$ cat config.mk
export PLATFORM = sky130hd
export DESIGN_NAME = cal_chain
export DESIGN_NICKNAME = d
export VERILOG_FILES = /design/src/rtl/cal_pkg.sv /design/src/rtl/cal_subsec.sv /design/src/rtl/cal_sexa.sv /design/src/rtl/cal_hour.sv /design/src/rtl/cal_calendar.sv /design/src/rtl/cal_chain.sv
export SDC_FILE = /design/constraint.sdc
export NUM_CORES = 1
export LEC_CHECK = 0
export BUFFER_PORTS_ARGS = -buffer_cell sky130_fd_sc_hd__buf_2
export CAP_MARGIN = 10
export CORE_ASPECT_RATIO = 0.75
export CORE_MARGIN = 2
export CORE_UTILIZATION = 50
export CTS_BUF_LIST = sky130_fd_sc_hd__clkbuf_4 sky130_fd_sc_hd__clkbuf_8 sky130_fd_sc_hd__clkbuf_16
export CTS_CLUSTER_DIAMETER = 80
export DETAILED_ROUTE_END_ITERATION = 16
export PLACE_DENSITY = 0.71
export SLEW_MARGIN = 20
export SYNTH_ARGS = -nofsm -noshare
export SYNTH_HDL_FRONTEND = slang
export SYNTH_HIERARCHICAL = 1
export SYNTH_SLANG_ARGS = --single-unit
$ cat constraint.sdc
create_clock -name clk -period 5.87 [get_ports clk]
set_input_delay 0.8805 -clock clk [delete_from_list [all_inputs] [get_ports clk]]
set_output_delay 0.8805 -clock clk [all_outputs]
set_load 0.005 [all_outputs]
$ cat src/rtl/cal_pkg.sv
package cal_pkg;

   typedef enum logic [2:0] {
      FLD_SEC   = 3'd0,
      FLD_MIN   = 3'd1,
      FLD_HOUR  = 3'd2,
      FLD_WDAY  = 3'd3,
      FLD_DATE  = 3'd4,
      FLD_MONTH = 3'd5,
      FLD_YEAR  = 3'd6,
      FLD_NONE  = 3'd7
   } field_e;

   // BCD increment of a two-digit value (no range limit applied here)
   function automatic logic [7:0] bcd_next(input logic [7:0] v);
      if (v[3:0] >= 4'd9) return {v[7:4] + 4'd1, 4'd0};
      else                return {v[7:4], v[3:0] + 4'd1};
   endfunction

   // last valid date of a month, in BCD; leap when 10*t+o is a multiple of 4,
   // which equals 2*t+o modulo 4
   function automatic logic [5:0] month_limit(input logic [4:0] mon, input logic [7:0] yr);
      logic [4:0] s;
      s = {yr[7:4], 1'b0} + {1'b0, yr[3:0]};
      case (mon)
         5'h04, 5'h06, 5'h09, 5'h11: return 6'h30;
         5'h02:                      return (s[1:0] == 2'b00) ? 6'h29 : 6'h28;
         default:                    return 6'h31;
      endcase
   endfunction

endpackage

$ cat src/rtl/cal_subsec.sv
module cal_subsec #(
   parameter int REF_DIV = 32768
) (
   input  logic clk,
   input  logic rst_n,
   input  logic ref_en,
   input  logic run,
   input  logic clear,
   output logic adv
);
   localparam int  PH_W    = (REF_DIV > 1) ? $clog2(REF_DIV) : 1;
   localparam bit  IS_POW2 = ((REF_DIV & (REF_DIV - 1)) == 0);

   initial begin
      assert (REF_DIV >= 2) else $error("cal_subsec: REF_DIV must be at least 2");
   end

   logic [PH_W-1:0] phase;
   logic            at_end;

   generate
      if (IS_POW2) begin : g_pow2
         assign at_end = &phase;
      end else begin : g_cmp
         assign at_end = (phase == PH_W'(REF_DIV - 1));
      end
   endgenerate

   assign adv = ref_en && run && !clear && at_end;

   always_ff @(posedge clk or negedge rst_n) begin
      if (!rst_n)                phase <= '0;
      else if (clear)            phase <= '0;
      else if (ref_en && run)    phase <= at_end ? '0 : phase + 1'b1;
   end

   assert_phase_hold_R9: assert property (@(posedge clk) disable iff (!rst_n)
      (!run && !clear) |=> $stable(phase));

   assert_phase_restart_R10: assert property (@(posedge clk) disable iff (!rst_n)
      clear |=> (phase == '0));

endmodule

$ cat src/rtl/cal_sexa.sv
module cal_sexa (
   input  logic       clk,
   input  logic       rst_n,
   input  logic       step,
   input  logic       load,
   input  logic [6:0] load_val,
   output logic [6:0] value,
   output logic       wrap
);
   localparam logic [6:0] LAST = 7'h59;

   logic [7:0] nxt;

   always_comb nxt = cal_pkg::bcd_next({1'b0, value});

   assign wrap = step && (value >= LAST);

   always_ff @(posedge clk or negedge rst_n) begin
      if (!rst_n)    value <= '0;
      else if (load) value <= load_val;
      else if (step) value <= wrap ? 7'h00 : nxt[6:0];
   end

   assert_wrap_zero_R1: assert property (@(posedge clk) disable iff (!rst_n)
      (wrap && !load) |=> (value == 7'h00));

   assert_stay_range_R1: assert property (@(posedge clk) disable iff (!rst_n)
      (step && !load && value <= LAST) |=> (value <= LAST));

endmodule

$ cat src/rtl/cal_hour.sv
module cal_hour (
   input  logic       clk,
   input  logic       rst_n,
   input  logic       step,
   input  logic       load,
   input  logic [6:0] load_val,
   output logic [6:0] value,
   output logic       day_carry
);
   logic [6:0] nxt;
   logic       carry;
   logic [7:0] inc12;
   logic [7:0] inc24;

   always_comb begin
      inc12 = cal_pkg::bcd_next({3'b000, value[4:0]});
      inc24 = cal_pkg::bcd_next({2'b00, value[5:0]});
      nxt   = value;
      carry = 1'b0;
      if (value[6]) begin
         if (value[4:0] >= 5'h12) begin
            nxt = {1'b1, value[5], 5'h01};
         end else if (value[4:0] == 5'h11) begin
            nxt   = {1'b1, ~value[5], 5'h12};
            carry = value[5];
         end else begin
            nxt = {1'b1, value[5], inc12[4:0]};
         end
      end else begin
         if (value[5:0] >= 6'h23) begin
            nxt   = 7'h00;
            carry = 1'b1;
         end else begin
            nxt = {1'b0, inc24[5:0]};
         end
      end
   end

   assign day_carry = step && carry;

   always_ff @(posedge clk or negedge rst_n) begin
      if (!rst_n)    value <= '0;
      else if (load) value <= load_val;
      else if (step) value <= nxt;
   end

   assert_format_kept_R2: assert property (@(posedge clk) disable iff (!rst_n)
      (step && !load) |=> (value[6] == $past(value[6])));

   assert_midnight_12h_R3: assert property (@(posedge clk) disable iff (!rst_n)
      (step && !load && value == 7'h71) |=> (value == 7'h52));

endmodule

$ cat src/rtl/cal_calendar.sv
module cal_calendar (
   input  logic                 clk,
   input  logic                 rst_n,
   input  logic                 step,
   input  logic                 load,
   input  cal_pkg::field_e      load_sel,
   input  logic [7:0]           load_val,
   output logic [2:0]           wday,
   output logic [5:0]           date,
   output logic [4:0]           month,
   output logic                 century,
   output logic [7:0]           year
);
   import cal_pkg::*;

   logic [5:0] limit;
   logic       date_wrap, month_wrap, year_wrap;
   logic [7:0] date_inc, month_inc, year_inc;

   always_comb begin
      limit      = month_limit(month, year);
      date_wrap  = (date >= limit);
      month_wrap = (month >= 5'h12);
      year_wrap  = (year >= 8'h99);
      date_inc   = bcd_next({2'b00, date});
      month_inc  = bcd_next({3'b000, month});
      year_inc   = bcd_next(year);
   end

   always_ff @(posedge clk or negedge rst_n) begin
      if (!rst_n) begin
         wday    <= 3'd1;
         date    <= 6'h01;
         month   <= 5'h01;
         century <= 1'b0;
         year    <= 8'h00;
      end else if (load) begin
         case (load_sel)
            FLD_WDAY:  wday  <= load_val[2:0];
            FLD_DATE:  date  <= load_val[5:0];
            FLD_MONTH: begin
               century <= load_val[7];
               month   <= load_val[4:0];
            end
            FLD_YEAR:  year  <= load_val;
            default: ;
         endcase
      end else if (step) begin
         wday <= (wday >= 3'd7) ? 3'd1 : wday + 3'd1;
         if (date_wrap) begin
            date <= 6'h01;
            if (month_wrap) begin
               month <= 5'h01;
               year  <= year_wrap ? 8'h00 : year_inc;
               if (year_wrap) century <= ~century;
            end else begin
               month <= month_inc[4:0];
            end
         end else begin
            date <= date_inc[5:0];
         end
      end
   end

   assert_wday_wrap_R4: assert property (@(posedge clk) disable iff (!rst_n)
      (step && !load && wday == 3'd7) |=> (wday == 3'd1));

   assert_date_nonzero_R5: assert property (@(posedge clk) disable iff (!rst_n)
      (step && !load) |=> (date != 6'h00));

   assert_century_flip_R6: assert property (@(posedge clk) disable iff (!rst_n)
      (step && !load && date_wrap && month_wrap && year_wrap) |=> (century != $past(century)));

endmodule

$ cat src/rtl/cal_chain.sv
module cal_chain #(
   parameter int REF_DIV = 32768
) (
   input  logic       clk,
   input  logic       rst_n,
   input  logic       ref_en,
   input  logic       halt,
   input  logic       wr_en,
   input  logic [2:0] wr_addr,
   input  logic [7:0] wr_data,
   input  logic [2:0] rd_addr,
   output logic [7:0] rd_data,
   output logic       sec_tick
);
   import cal_pkg::*;

   logic       wr_hit, adv;
   logic       ld_sec, ld_min, ld_hour, ld_cal;
   logic [6:0] sec_q, min_q, hour_q;
   logic       sec_wrap, min_wrap, day_carry;
   logic [2:0] wday_q;
   logic [5:0] date_q;
   logic [4:0] month_q;
   logic       century_q;
   logic [7:0] year_q;

   assign wr_hit  = wr_en && (wr_addr != FLD_NONE);
   assign ld_sec  = wr_en && (wr_addr == FLD_SEC);
   assign ld_min  = wr_en && (wr_addr == FLD_MIN);
   assign ld_hour = wr_en && (wr_addr == FLD_HOUR);
   assign ld_cal  = wr_en && (wr_addr >= FLD_WDAY) && (wr_addr != FLD_NONE);

   cal_subsec #(.REF_DIV(REF_DIV)) u_subsec (
      .clk(clk), .rst_n(rst_n), .ref_en(ref_en), .run(!halt),
      .clear(wr_hit), .adv(adv)
   );

   cal_sexa u_sec (
      .clk(clk), .rst_n(rst_n), .step(adv), .load(ld_sec),
      .load_val(wr_data[6:0]), .value(sec_q), .wrap(sec_wrap)
   );

   cal_sexa u_min (
      .clk(clk), .rst_n(rst_n), .step(sec_wrap), .load(ld_min),
      .load_val(wr_data[6:0]), .value(min_q), .wrap(min_wrap)
   );

   cal_hour u_hour (
      .clk(clk), .rst_n(rst_n), .step(min_wrap), .load(ld_hour),
      .load_val(wr_data[6:0]), .value(hour_q), .day_carry(day_carry)
   );

   cal_calendar u_cal (
      .clk(clk), .rst_n(rst_n), .step(day_carry), .load(ld_cal),
      .load_sel(field_e'(wr_addr)), .load_val(wr_data),
      .wday(wday_q), .date(date_q), .month(month_q),
      .century(century_q), .year(year_q)
   );

   always_ff @(posedge clk or negedge rst_n) begin
      if (!rst_n) sec_tick <= 1'b0;
      else        sec_tick <= adv;
   end

   always_comb begin
      case (field_e'(rd_addr))
         FLD_SEC:   rd_data = {1'b0, sec_q};
         FLD_MIN:   rd_data = {1'b0, min_q};
         FLD_HOUR:  rd_data = {1'b0, hour_q};
         FLD_WDAY:  rd_data = {5'b00000, wday_q};
         FLD_DATE:  rd_data = {2'b00, date_q};
         FLD_MONTH: rd_data = {century_q, 2'b00, month_q};
         FLD_YEAR:  rd_data = year_q;
         default:   rd_data = 8'h00;
      endcase
   end

   assert_tick_single_R11: assert property (@(posedge clk) disable iff (!rst_n)
      sec_tick |=> !sec_tick);

   assert_write_no_tick_R10: assert property (@(posedge clk) disable iff (!rst_n)
      wr_hit |=> !sec_tick);

   assert_halt_freeze_R9: assert property (@(posedge clk) disable iff (!rst_n)
      (halt && !wr_en) |=> ($stable(sec_q) && $stable(min_q) && $stable(hour_q)
                            && $stable(date_q) && !sec_tick));

   assert_spare_zero_R8: assert property (@(posedge clk) disable iff (!rst_n)
      (rd_addr == FLD_NONE) |-> (rd_data == 8'h00));

endmodule

==> summary.md, run 1 <==
| Metric | Value |
|---|---|
| Status | completed |
| Die ar. | 10470 µm² |
| Unrepaired setup endpoints after global routing | no |
| Port Buffers | 27 |
| WL/cell | 18.78 µm |
| CTS max path bufs | 2 |
| Iter 0 DRT Violations | 448 |
| Final instance area | 5399 µm² |
| Placed Area | 5064 µm² |
| Synth top area cells | dfrtp_1 (30%), ha_1 (8.8%), nand2_1 (3.4%) |
| Row cnt | 31 |
| Worst Hold Launch | u_subsec/phase[5] |
| Reg2Reg Setup Slack | 1.13 ns |
| Tmin final | 4.786 ns |
| Top Metal Used | met4 |
| Layout Utilization | 56.58% |
| Core region area | 9542 µm² |
| Worst setup EP type | flip-flop |
| Biggest area consumer among synthesized cells | dfrtp_1 |
| Most frequent cells after synthesis | dfrtp_1 (57), nand2_1 (44), inv_1 (41), ha_1 (34), o21ai_0 (31) |
| Metal2 WL | 6.030 mm |
| Syn Nets | 595 |
| Initial Util | 50.63% |
| Synth warn | 6 |
| Final GP Congestion | 0.8943 |
| Syn avg cell area | 8.913 µm² |
| Mapped Cells | 542 |
| Met3 WL | 780 µm |
| Nets | 617 |
| Largest net degree at the start of global routing | 61 |
| Met1 WL | 6.072 mm |
| R2r startpoint | u_subsec/phase[3] |
| Vias in the first global route | 4117 |
| Required @ worst endpoint | 6.09 ns |
| Combinational group share of total power | 32.1% |
| Sw Ratio | 37.94% |
| Register clock-pin slew on the reported worst setup and hold paths | 0.05 ns |
| Tcrit/Tclk final | 81.53% |
| Worst min path class | reg2reg |
| PwrDens | 340.7 nW/µm² |
| Netlist cell types | 81 |
| Worst EP arrival | 5.00 ns |
| Count leader, synth | dfrtp_1 |
| Flop pwr share | 36.7% |
| Final hold vios | 0 |
| CP Launch Type | input pin |
| Width of the die | 117.5 µm |
| Worst vdd rail ir drop | 0.2152 mV |
| Antenna diodes | 0 |
| Leakage | 0.002273 µW |
| TritonRoute pass-1 iters | 5 |
| Hold Path Stages | 1 |
| #FFs+latches synth | 60 |
| Max-slew violations | 0 |
| Max Fclk | 0.2089 GHz |
| Via Count | 4494 |
| TritonCTS clock tree | done |
| Setup bufs post-CTS | 0 |
| Clock Sinks | 60 |
| CP max FO | 11 |
| Fillers | 869 |
| Initial antenna violation count | 0 |
| Post-synth ARST share | 100.0% |
| Worst reg2reg path endpoint | u_cal/year[4] |
| Worst clock skew | 0.005111 ns |
| Detail Placement HPWL | 9.251 mm |
| TritonCTS Buffers | 9 |
| CTS Hold Buffers Added | 0 |
| Drt total wl | 13.17 mm |
| # IOs | 28 |
| Total grt overflow | 0 |
| Number of flops mapped to enable cells by yosys | 0 |
| H-tree levels | 3 |
| R2R cell count | 16 |
| Antenna-violating nets left | 0 |
| DR DRC count | 0 |
| GRT Util Overall | 26.16% |
| Worst Setup Path Type | in2reg |
| Area grow syn2layout | 11.76% |
| Hold Path End | u_subsec/phase[5] |
| P_sw | 697.7 µW |
| Vias/cell | 6.411 |
| Total of max-cap violations | 0 |
| Worst skew pair latency | 0.33 ns |
| Fraction of power consumed by the clock network | 31.2% |
| First-pass GRT wire length | 21.68 mm |
| CTS resizes | 0 |
| Internal power | 1141 µW |
| Root buf cell | clkbuf_16 |
| Die height | 89.13 µm |
| Post-synthesis instance area | 4831 µm² |
| Sequential area share after synthesis | 31.16% |
| Share of the synthesized area in the top cell type | 29.53% |
| Fin Setup TNS | 0 ns |
| Slew margin rel. | 48.03% |
| Layout cell share with drive strength beyond 1 | 16.70% |
| Measured slew at the worst slew-check pin | 0.7796 ns |
| Final setup fails | 0 |
| Top_reg_cell synth | dfrtp_1 |
-- cell usage in the layout (no fill, tap or decap), types with 4 or more instances in the layout --
master	n
dfrtp_1	57
nand2_1	44
inv_1	41
ha_1	34
o21ai_0	31
nor2_1	27
buf_2	27
a21oi_1	26
nand3_1	24
a31oi_1	17
o31ai_1	14
nor3_1	13
mux2i_1	10
mux2_2	10
nor3b_1	10
a22o_1	9
clkbuf_16	9
nand4_1	8
buf_4	7
or3_1	7
a21o_1	6
a211oi_1	6
a22oi_1	5
nor2b_1	5
xor2_1	5
a221o_1	5
nor4_1	5
o22ai_1	4
nor4b_1	4
nand2b_1	4
o311ai_0	4
o21a_1	4
-- critical path, cell delays in order --
cell and delay, ns:
buf_2 0.10, inv_1 0.11, nand4_1 0.16, or4_4 0.47, nor3_1 0.21, buf_4 0.18
inv_1 0.12, nor2_2 0.30, inv_1 0.20, nor2_2 0.41, nand2_1 0.09, o32a_1 0.33
a21oi_1 0.13, nand2b_1 0.14, o32ai_1 0.15, o21ai_1 0.32, nor2_1 0.31, mux2_2 0.38
-- cell type report --
type	instances	area [µm²]	share of cell area, %
multi-input combinational	418	3060	56.69
sequential	60	1505	27.88
clock buffer	9	225.2	4.171
timing repair buffer	34	187.7	3.476
tap	132	165.2	3.059
inverter	41	153.9	2.851
clock inverter	7	101.3	1.877
-- metal layers --
layer  vias up  track usage (%)
met5         -                0
met3        27            5.676
met4         0            10.73
met2       171            42.21
met1      2192            34.86
li1       2104                -
-- power by group through the flow --
stage	combinational, µW	sequential (µW)	clock, µW
floorplan	466	605	0
global placement	551	669	0
detailed placement	574	676	0
CTS	579	671	584
global route	661	694	603
finish	590	675	574
-- worst max path at each step --
stage	startpoint	to	slack [ns]
after CTS	halt	u_cal/year[4]	1.17
after detailed placement	halt	u_cal/year[4]	0.84
final	halt	u_cal/year[4]	1.08
after floorplan	halt	u_cal/month[1]	1.34
after global placement	halt	u_cal/year[5]	1.05
after global routing	halt	u_cal/year[4]	0.73
-- sequential cells by signal (all words and copies together) (netlist names) --
| register | flops |
|---|---|
| u_subsec/phase | 15 |
| u_cal/year | 8 |
| u_hour/value | 7 |
| u_min/value | 7 |
| u_sec/value | 7 |
| u_cal/date | 6 |
| u_cal/month | 5 |
| u_cal/wday | 3 |
| sec_tick | 1 |
| u_cal/century | 1 |
-- stage by stage --
step                total power [µW]  setup WS [ns]  hold slack [ns]  cells
floorplan                       1072          1.339           0.4726    542
global placement                1220          1.051           0.4949    685
detailed placement              1250         0.8432           0.5064    685
CTS                             1833          1.169           0.5185    701
global route                    1959         0.7312           0.5372    701
finish                          1839          1.084           0.5204    701
-- cells by family (layout without fill, tap and decap cells) --
logic type	count (synthesis)	after routing	share of synthesized area [%]
AO/OA/AOI/OAI	171	171	26.21
flip-flops	60	60	31.16
AND/OR/NAND/NOR	183	183	20.88
XOR/XNOR	6	6	1.088
adder cells (fa/ha/maj)	34	34	8.806
multiplexers	24	24	5.802
buffers and inverters	64	91	6.060
No activity file was read; power rests on OpenSTA's default activity.
==> inputs of run 2 (changes only) <==
--- a/config.mk
+++ b/config.mk
@@ -13,7 +13,7 @@
 export CTS_BUF_LIST = sky130_fd_sc_hd__clkbuf_4 sky130_fd_sc_hd__clkbuf_8 sky130_fd_sc_hd__clkbuf_16
 export CTS_CLUSTER_DIAMETER = 80
 export DETAILED_ROUTE_END_ITERATION = 16
-export PLACE_DENSITY = 0.71
+export PLACE_DENSITY = 0.74
 export SLEW_MARGIN = 20
 export SYNTH_ARGS = -nofsm -noshare
 export SYNTH_HDL_FRONTEND = slang
==> constraint.sdc (replaced) <==
create_clock -name clk -period 4.2 [get_ports clk]
set_input_delay 0.63 -clock clk [delete_from_list [all_inputs] [get_ports clk]]
set_output_delay 0.63 -clock clk [all_outputs]
set_load 0.005 [all_outputs]
==> run 2 against run 1 <==
Combinational power is 40% higher. Sequential share of layout area is 0.084 points higher. Wire length is 0.63% higher. Clock power is 16% higher. Final area is 0.30% lower. Critical path type is now reg2reg. Largest cell class unchanged. Highest routed layer unchanged.
==> summary.md, run 2 (synthesized netlist as in run 1, its figures left out) <==
| Metric | Value |
|---|---|
| Worst clock skew | 0.006062 ns (+0.0009508 ns) |
| Worst setup EP type | flip-flop |
| Tcrit/Tclk final | 94.39% |
| GRT Util Overall | 25.95% (-0.21 points) |
| Leakage | 0.002272 µW (about the same) |
| Required @ worst endpoint | 4.42 ns (-1.67 ns) |
| Iter 0 DRT Violations | 591 (+32%) |
| R2r startpoint | u_subsec/phase[0] |
| Worst vdd rail ir drop | 0.2208 mV (+2.6%) |
| Reg2Reg Setup Slack | 0.24 ns (-0.89 ns) |
| Die height | 89.13 µm (unchanged) |
| Setup bufs post-CTS | 0 (unchanged) |
| Final hold vios | 0 (unchanged) |
| Fin Setup TNS | 0 ns (unchanged) |
| CP Launch Type | flip-flop |
| Die ar. | 10470 µm² (unchanged) |
| First-pass GRT wire length | 21.38 mm (-1.4%) |
| Worst reg2reg path endpoint | u_cal/year[5] |
| Width of the die | 117.5 µm (unchanged) |
| WL/cell | 18.77 µm (about the same) |
| Max stage delay on crit path | 0.49 ns (+0.02 ns) |
| Total of max-cap violations | 0 (unchanged) |
| Area grow syn2layout | 11.42% |
| Drt total wl | 13.25 mm (+0.63%) |
| Commonest non-fill, non-tap cells in the layout | dfrtp_1 (57), nand2_1 (44), inv_1 (41), ha_1 (34), o21ai_0 (31) |
| Root buf cell | clkbuf_16 |
| Worst Setup Path Type | reg2reg |
| Max Fclk | 0.2523 GHz |
| Clock Sinks | 60 (unchanged) |
| DR DRC count | 0 (unchanged) |
| Worst min path class | in2async |
| Total grt overflow | 0 (unchanged) |
| Worst EP arrival | 4.18 ns (-0.82 ns) |
| Detail Placement HPWL | 9.626 mm (+4.1%) |
| Row cnt | 31 (unchanged) |
| Top flop regs | u_subsec/phase (15), u_cal/year (8) |
| Setup Slack @ Placement | 0.09454 ns (-0.7487 ns) |
| Via Count | 4532 (+0.85%) |
| TritonCTS Buffers | 9 (unchanged) |
| # IOs | 28 (unchanged) |
| Antenna diodes | 0 (unchanged) |
| Final GP Congestion | 0.9104 (+1.8%) |
| Initial antenna violation count | 0 (unchanged) |
| Unrepaired setup endpoints after global routing | no |
| Crit-path most repeated cell | inv_1 |
| Max FFs per register | 15 (unchanged) |
| CTS resizes | 0 (unchanged) |
| Max-slew violations | 0 (unchanged) |
| Vias/cell | 6.419 (+0.13%) |
| Slowest CP cell | or4_4 |
| PwrDens | 451.5 nW/µm² (+33%) |
| Final setup fails | 0 (unchanged) |
| H-tree levels | 3 (unchanged) |
| Placed Area | 5106 µm² (+0.84%) |
| CTS Hold Buffers Added | 0 (unchanged) |
| R2R cell count | 17 (+1) |
| CTS max path bufs | 2 (unchanged) |
| Antenna-violating nets left | 0 (unchanged) |
| Slew margin rel. | 40.48% (-7.5 points) |
| CP max FO | 8 (-3) |
| Layout cell share with drive strength beyond 1 | 17.60% (+0.90 points) |
| Status | completed |
| Initial Util | 50.63% (unchanged) |
| TritonRoute pass-1 iters | 6 (+1) |
| Vias in the first global route | 4214 (+2.4%) |
| Core region area | 9542 µm² (unchanged) |
| TritonCTS clock tree | done |
| Final instance area | 5383 µm² (-0.30%) |
| Measured slew at the worst slew-check pin | 0.8928 ns (+0.1132 ns) |
| Register with the most flip-flops | u_subsec/phase |
| Register clock-pin slew on the reported worst setup and hold paths | 0.06 ns (about the same) |
| Final worst slack | 0.2358 ns (-0.8482 ns) |
| Port Buffers | 27 (unchanged) |
| Largest net degree at the start of global routing | 41 (-33%) |
| Commonest non-fill, non-tap cell in the layout | dfrtp_1 |
| Worst skew pair latency | 0.34 ns (about the same) |
| Tmin final | 3.964 ns |
| Crit path cell chain | ha_1 > nand4_1 > or4_4 > nor3_2 > inv_1 > nor2_2 > inv_1 > nor2_2 > buf_4 > inv_1 > o32a_1 > a21oi_1 > nand2b_1 > o32ai_1 > o21ai_1 > nor2_1 > mux2_2 |
| Nets | 622 (+0.81%) |
## run 2: cell count changes in the layout (fill, tap and decap cells not counted)
cell,delta
a21oi_2,-1
a21oi_4,+1
buf_4,+5
bufinv_16,-2
clkinv_2,+4
clkinv_4,-2
nor3_1,-1
nor3_2,+1
nor4b_2,+1
nor4b_4,-1
## run 2: worst max path at each step
stage	startpoint	end	slack [ns]	cells after the start
floorplan	halt	u_cal/month[1]	0.10	16
global placement	halt	u_cal/month[1]	0.29	17
detailed placement	halt	u_cal/month[2]	0.09	18
CTS	u_subsec/phase[0]	u_cal/month[2]	0.24	17
global route	u_subsec/phase[0]	u_cal/year[5]	0.04	17
finish	u_subsec/phase[0]	u_cal/year[5]	0.24	17
## run 2: power breakdown
part           internal (µW)  total [µW]  leakage, µW  switching [µW]
clock network            395         664     0.000131             270
registers                700         940     0.000747             240
logic                    375         826      0.00139             451
## run 2: metrics by stage
step / power [µW] / cells / util [%] / hold WS, ns
floorplan: 1498 / 542 / - / 0.3344
global placement: 1706 / 690 / 53.51 / 0.4895
detailed placement: 1743 / 690 / 53.51 / 0.5149
CTS: 2418 / 706 / 56.33 / 0.4556
global route: 2596 / 706 / 56.41 / 0.5089
finish: 2430 / 706 / 56.41 / 0.4242
## run 2: per-layer routing
layer  GRT usage [%]  up-vias  share of wire (%)
met5               0        -                  0
met2           39.77      208                 44
met1           35.54     2180                 45
met4           10.73        0                2.6
li1                -     2115                  -
met3           6.569       29                7.9
## run 2: cell type report
type	count	area, µm²
repair buffers	39	225.2
fillers	854	4159
clock inverters	7	43.79
well taps	132	165.2
clock buffers	9	225.2
flip-flops and latches	60	1505
multi-input cells	418	3064
inverters	41	153.9
## run 2: critical path: cells and delay by family, from the launching register on
| kind | cells | cell delay (ns) |
|---|---|---|
| flops | 1 | 0.41 |
| mux | 1 | 0.38 |
| compound gates | 4 | 0.61 |
| simple gates | 7 | 1.66 |
| buf+inv | 4 | 0.53 |
| fa+ha+maj | 1 | 0.27 |
